<file path="config.mk">
export PLATFORM = sky130hd
export DESIGN_NAME = gpio_irq_ctrl
export DESIGN_NICKNAME = d
export VERILOG_FILES = /design/src/rtl/gpio_irq_pkg.sv /design/src/rtl/gpio_pin_sync.sv /design/src/rtl/gpio_trig_cell.sv /design/src/rtl/gpio_irq_ctrl.sv
export SDC_FILE = /design/constraint.sdc
export NUM_CORES = 1
export LEC_CHECK = 0
export BUFFER_PORTS_ARGS = -buffer_cell sky130_fd_sc_hd__buf_2
export CELL_PAD_IN_SITES_DETAIL_PLACEMENT = 0
export CELL_PAD_IN_SITES_GLOBAL_PLACEMENT = 2
export CORE_MARGIN = 1.5
export CORE_UTILIZATION = 41
export DETAILED_ROUTE_END_ITERATION = 12
export PLACE_DENSITY_LB_ADDON = 0.1
export REMOVE_ABC_BUFFERS = 1
export SYNTH_ARGS = -nofsm -noshare
export SYNTH_HDL_FRONTEND = slang
export SYNTH_HIERARCHICAL = 1
export SYNTH_SLANG_ARGS = --single-unit
</file>
<file path="constraint.sdc">
create_clock -name clk -period 2.38 [get_ports clk]
set_input_delay 0.238 -clock clk [delete_from_list [all_inputs] [get_ports clk]]
set_output_delay 0.238 -clock clk [all_outputs]
set_load 0.05 [all_outputs]
</file>
<file path="src/rtl/gpio_irq_pkg.sv">
package gpio_irq_pkg;

    localparam int unsigned BUS_W = 32;

    typedef enum logic [3:0] {
        IDX_VALUE = 4'd0,
        IDX_DIR   = 4'd1,
        IDX_IEN   = 4'd2,
        IDX_STAT  = 4'd3,
        IDX_PEND  = 4'd4,
        IDX_CLR   = 4'd5,
        IDX_EDGE  = 4'd6,
        IDX_POL   = 4'd7,
        IDX_VER   = 4'd8,
        IDX_BOTH  = 4'd9
    } reg_idx_e;

endpackage

</file>
<file path="src/rtl/gpio_pin_sync.sv">
module gpio_pin_sync #(
    parameter int unsigned W = 32
) (
    input  logic         clk,
    input  logic         rst_n,
    input  logic [W-1:0] raw_in,
    output logic [W-1:0] sync_cur,
    output logic [W-1:0] sync_prev
);

    typedef struct packed {
        logic [W-1:0] meta;
        logic [W-1:0] cur;
        logic [W-1:0] prev;
    } sync_t;

    sync_t s_d, s_q;

    always_comb begin
        s_d      = s_q;
        s_d.meta = raw_in;
        s_d.cur  = s_q.meta;
        s_d.prev = s_q.cur;
    end

    always_ff @(posedge clk or negedge rst_n) begin
        if (!rst_n) s_q <= '0;
        else        s_q <= s_d;
    end

    assign sync_cur  = s_q.cur;
    assign sync_prev = s_q.prev;

endmodule

</file>
<file path="src/rtl/gpio_trig_cell.sv">
module gpio_trig_cell (
    input  logic clk,
    input  logic rst_n,
    input  logic cur,
    input  logic prev,
    input  logic edge_sel,
    input  logic pol,
    input  logic both,
    output logic hit
);

    logic rise, fall, lvl_hit, edg_hit;

    always_comb begin
        rise    = cur & ~prev;
        fall    = ~cur & prev;
        lvl_hit = pol ? cur : ~cur;
        if (both) edg_hit = rise | fall;
        else      edg_hit = pol ? rise : fall;
        hit     = edge_sel ? edg_hit : lvl_hit;
    end

    // an edge-mode trigger only ever coincides with a change of the pin
    a_r5_edge_needs_change: assert property (@(posedge clk) disable iff (!rst_n)
        (edge_sel && hit) |-> (cur != prev));

    // with both-edge set, any change fires regardless of polarity
    a_r6_both_any_change: assert property (@(posedge clk) disable iff (!rst_n)
        (edge_sel && both && (cur != prev)) |-> hit);

    // level mode fires exactly when the pin matches polarity
    a_r4_level_match: assert property (@(posedge clk) disable iff (!rst_n)
        (!edge_sel) |-> (hit == (cur == pol)));

endmodule

</file>
<file path="src/rtl/gpio_irq_ctrl.sv">
module gpio_irq_ctrl
    import gpio_irq_pkg::*;
#(
    parameter int unsigned NPINS   = 32,
    parameter int unsigned VERSION = 3
) (
    input  logic             clk,
    input  logic             rst_n,
    input  logic             bus_en,
    input  logic             bus_we,
    input  logic [3:0]       bus_addr,
    input  logic [BUS_W-1:0] bus_wdata,
    output logic [BUS_W-1:0] bus_rdata,
    input  logic [NPINS-1:0] pin_in,
    output logic [NPINS-1:0] pin_out,
    output logic [NPINS-1:0] pin_oe,
    output logic             irq
);

    localparam logic [BUS_W-1:0] VER_WORD = BUS_W'(VERSION);

    typedef struct packed {
        logic [NPINS-1:0] drv;
        logic [NPINS-1:0] dir;
        logic [NPINS-1:0] ien;
        logic [NPINS-1:0] pend;
        logic [NPINS-1:0] edge_sel;
        logic [NPINS-1:0] pol;
        logic [NPINS-1:0] both;
        logic             irq;
        logic [BUS_W-1:0] rdata;
    } ctrl_t;

    ctrl_t r_d, r_q;

    logic [NPINS-1:0] sync_cur, sync_prev, hit;
    logic             wr_stb, rd_stb, clr_wr;
    reg_idx_e         idx;

    gpio_pin_sync #(.W(NPINS)) u_sync (
        .clk       (clk),
        .rst_n     (rst_n),
        .raw_in    (pin_in),
        .sync_cur  (sync_cur),
        .sync_prev (sync_prev)
    );

    for (genvar p = 0; p < NPINS; p++) begin : g_trig
        gpio_trig_cell u_cell (
            .clk      (clk),
            .rst_n    (rst_n),
            .cur      (sync_cur[p]),
            .prev     (sync_prev[p]),
            .edge_sel (r_q.edge_sel[p]),
            .pol      (r_q.pol[p]),
            .both     (r_q.both[p]),
            .hit      (hit[p])
        );
    end

    function automatic logic [BUS_W-1:0] widen(input logic [NPINS-1:0] v);
        logic [BUS_W-1:0] w;
        w = '0;
        w[NPINS-1:0] = v;
        return w;
    endfunction

    always_comb begin
        idx    = reg_idx_e'(bus_addr);
        wr_stb = bus_en && bus_we;
        rd_stb = bus_en && !bus_we;
        clr_wr = wr_stb && (idx == IDX_CLR);
    end

    always_comb begin
        r_d = r_q;

        if (wr_stb) begin
            case (idx)
                IDX_VALUE: r_d.drv      = bus_wdata[NPINS-1:0];
                IDX_DIR:   r_d.dir      = bus_wdata[NPINS-1:0];
                IDX_IEN:   r_d.ien      = bus_wdata[NPINS-1:0];
                IDX_EDGE:  r_d.edge_sel = bus_wdata[NPINS-1:0];
                IDX_POL:   r_d.pol      = bus_wdata[NPINS-1:0];
                IDX_BOTH:  r_d.both     = bus_wdata[NPINS-1:0];
                default:   ;
            endcase
        end

        // clear first, then set: a same-cycle trigger wins
        if (clr_wr) r_d.pend = r_q.pend & ~bus_wdata[NPINS-1:0];
        r_d.pend = r_d.pend | hit;

        r_d.irq = |(r_q.pend & r_q.ien);

        if (rd_stb) begin
            case (idx)
                IDX_VALUE: r_d.rdata = widen((r_q.dir & sync_cur) | (~r_q.dir & r_q.drv));
                IDX_DIR:   r_d.rdata = widen(r_q.dir);
                IDX_IEN:   r_d.rdata = widen(r_q.ien);
                IDX_STAT:  r_d.rdata = widen(hit);
                IDX_PEND:  r_d.rdata = widen(r_q.pend);
                IDX_EDGE:  r_d.rdata = widen(r_q.edge_sel);
                IDX_POL:   r_d.rdata = widen(r_q.pol);
                IDX_VER:   r_d.rdata = VER_WORD;
                IDX_BOTH:  r_d.rdata = widen(r_q.both);
                default:   r_d.rdata = '0;
            endcase
        end
    end

    always_ff @(posedge clk or negedge rst_n) begin
        if (!rst_n) begin
            r_q          <= '0;
            r_q.dir      <= '1;
            r_q.pol      <= '1;
        end else begin
            r_q <= r_d;
        end
    end

    assign bus_rdata = r_q.rdata;
    assign pin_out   = r_q.drv;
    assign pin_oe    = ~r_q.dir;
    assign irq       = r_q.irq;

    // an enabled pending bit raises irq on the next cycle
    a_r8_irq_rise: assert property (@(posedge clk) disable iff (!rst_n)
        (|(r_q.pend & r_q.ien)) |=> irq);

    // without an enabled pending bit irq is low on the next cycle
    a_r8_irq_quiet: assert property (@(posedge clk) disable iff (!rst_n)
        !(|(r_q.pend & r_q.ien)) |=> !irq);

    // pending bits only drop through a clear write
    a_r7_sticky: assert property (@(posedge clk) disable iff (!rst_n)
        !clr_wr |=> ((r_q.pend & $past(r_q.pend)) == $past(r_q.pend)));

    // every trigger is latched into pending on the next edge
    a_r7_set_wins: assert property (@(posedge clk) disable iff (!rst_n)
        (|hit) |=> ((r_q.pend & $past(hit)) == $past(hit)));

    // version reads report both-edge support
    a_r9_version: assert property (@(posedge clk) disable iff (!rst_n)
        (rd_stb && idx == IDX_VER) |=> (bus_rdata >= 32'd3));

endmodule

</file>
==> flow_summary.ini <==
[synthesis]
synth_top_area_share_pct = 40.8
ys_async_sr_fraction_pct = 100
ys_seq_area_share_pct = 50.3
synthTopCellsByArea = dfrtp_1 41%, mux2_2 12%, dfstp_2 9.5%, ha_1 4.5%, buf_4 4.5%
synth_edf_count = 0
synth-seq-cells = 353
netlist_instances = 1473
synth_area_sq_um = 17700
synth_cell_types = 58
synth-warning-count = 6
avgSynthCellArea_sq_um = 12.0
yosys.area.top_type = dfrtp_1
yosysMostFrequentCell = dfrtp_1
synth_ff_type = dfrtp_1
synth_top_cells_by_count = 289 x dfrtp_1, 184 x mux2_2, 120 x nand2_1, 106 x buf_4, 99 x inv_1

[cts]
htree_levels = 2
cts_num_sinks = 353
clk_latency_ns = 0.58
cts_buffers = 43
cts-root-buf = clkbuf_16
tritoncts = done
cts.reportedPaths.clkPinSlew_ns = 0.06
cts_max_path_buffers = 3
post_cts_buffers = 0

[grt]
grtUsageTotal_pct = 23.9
overflow = 0
antenna_found_initial = 3
grt_max_degree = 67
grt_pass1_vias = 12200
grt_pass1_wl_mm = 79.2

[finish]
area_growth_pct = 18.4
fillers = 3892
finalNetCount = 1790
final_cells = 2267
regArea_sq_um = 8910
multi_input_comb_area_sq_um = 7390
final_util_pct = 49.6
fin_area_sq_um = 21000
drive_gt1_share_pct = 35.6

[detailed_routing]
route.detailed.drc = 0
first_pass_iters = 5
wl_per_cell_microns = 23.0
drt-initial-drc-count = 677
ant_nets = 0
routed_wirelength_mm = 52.2
viasPerCell = 5.31
vias = 12000

[outcome]
outcome = finished clean

[floorplanning]
die_x_microns = 211
die-height_microns = 211
design.core.area_sq_um = 42300
rows = 75
ios = 169
initial_core_util_pct = 41.9
die-area_sq_um = 44500

[worst_setup_path]
cp-start-kind = register
worstPathMaxFanout = 5
ff2ff_path_depth = 8
critPathArrivalTime_ns = 2.68
cp-end-kind = register
criticalPathCategory = reg -> reg
cp.required_ns = 2.83

[sta]
fin_tns_setup_ns = 0
setup_viol = 0
period_share_pct = 93.7
min_period_ns = 2.23
drv_slew = 0
hold_viol = 0
hold_ws_ns = 0.0206
relSlewSlack_pct = 47.0
worst_pin_slew_ns = 0.784
clock_skew_ns = 0.0228
fmax_ghz = 0.448
grt_setup_unrepaired = no

[pwr]
power_density_nw_per_um2 = 875
leakagePower_nw = 9.45
p_seq_share_pct = 42.8
swShare_pct = 31.7
power_frac_clock_pct = 36.8
p_int_w = 0.0125
switching_power_w = 0.00582
comb_power_share_pct = 20.4
ir_drop_uv = 517

[placement]
port_buffers = 168
placed_area_sq_um = 18900
placedCellCount = 2127
place_congestion = 0.809
dp_hpwl_mm = 35.7

[min_path]
hold_depth = 2
hold_class = in -> reg

[flow_run]
maxCapViolCount = 0
==> registers in the layout (all words and copies together), names as in the netlist <==
register          flops
irq                   1
pin_out              32
bus_rdata            32
u_sync/s_d           32
r_q                 192
u_sync/sync_prev     32
u_sync/sync_cur      32
==> cell type report <==
class	count	area share (%)
Timing Repair Buffer	292	10.1
Inverter	99	1.77
Multi-Input combinational cell	865	35.2
Sequential cell	353	42.5
Clock inverter	19	1.16
Antenna cell	1	0.0119
Tap cell	577	3.44
Clock buffer	61	5.79
==> cell families (layout without fill, tap and decap cells) <==
logic type                 count (synthesis)  after routing  synth area share [%]
muxes                                    295            295                  18.4
adders and majority gates                 64             64                  4.52
DFF                                      353            353                  50.3
other                                      0              1                     0
and+or+nand+nor                          194            194                  5.16
xor gates and xnor gates                  32             32                  1.58
AOI/OAI and AO/OA                        280            280                  11.8
buffers and inverters                    255            471                  8.20
==> power groups by stage <==
stage,Sequential (W),Combinational (W),Clock (W)
after floorplan,0.00820,0.00201,0
after global placement,0.00795,0.00368,0
after detailed placement,0.00796,0.00371,0
after CTS,0.00786,0.00379,0.00694
after global routing,0.00799,0.00405,0.00720
final,0.00786,0.00375,0.00676
==> path summary, 6_finish.rpt <==
path,slack (ns),from,endpoint
min reg2reg,0.35,u_sync/s_d[38],u_sync/sync_cur[6]
min in group asynchronous,0.19,rst_n,u_sync/s_d[59]
max reg2reg,0.15,u_sync/sync_cur[2],bus_rdata[2]
min,0.02,bus_wdata[7],r_q[104]
max in group asynchronous,1.38,rst_n,r_q[87]
max,0.15,u_sync/sync_cur[2],bus_rdata[2]
==> layer usage <==
layer | part of all wire [%] | wire length, microns | global-route usage, % | vias up
li1 | - | - | - | 5516
met1 | 46 | 24000 | 33.1 | 6153
met2 | 46 | 24300 | 38.0 | 306
met3 | 5.3 | 2780 | 5.00 | 72
met4 | 2.3 | 1200 | 6.70 | 0
met5 | 0 | 0 | 0 | -
==> placed cells by master, fill, tap and decap left out, types with 11 or more instances in the layout <==
| cell type | count |
|---|---|
| dfrtp_1 | 289 |
| mux2_2 | 184 |
| buf_2 | 167 |
| nand2_1 | 120 |
| inv_1 | 99 |
| ha_1 | 64 |
| dfstp_2 | 64 |
| mux2i_1 | 63 |
| dlygate4sd3_1 | 59 |
| buf_4 | 50 |
| mux2_1 | 46 |
| clkbuf_16 | 44 |
| o21ai_1 | 43 |
| a22oi_1 | 42 |
| o21ai_0 | 38 |
| a21o_1 | 32 |
| xor2_1 | 32 |
| o211ai_2 | 32 |
| nor2_1 | 24 |
| o22ai_1 | 21 |
| buf_12 | 15 |
| clkbuf_1 | 12 |
| a221oi_1 | 11 |
==> through the flow <==
stage / power (W) / worst slack, ns
after floorplan: 0.0102 / -0.390
after global placement: 0.0116 / -0.123
after detailed placement: 0.0117 / -0.124
after CTS: 0.0186 / 0.0191
after global routing: 0.0192 / 0.0191
final: 0.0184 / 0.149
==> what timing repair did <==
action / 4_1_cts / 5_1_grt
resized for setup: 1 / 3
endpoints found under the setup margin: 1 / 2
hold buffers: 59 / 0
hold endpoints to repair: 204 / 0
==> worst max-delay path, cell delays in order (launching register included) <==
cell and delay, ns:
dfrtp_1 0.42, inv_1 0.07, ha_1 0.19, mux2_1 0.29, o211ai_2 0.13, o21ai_1 0.10, mux4_2 0.45, a221oi_1 0.34
o21ai_0 0.12
(Power assumes the default switching activity.)
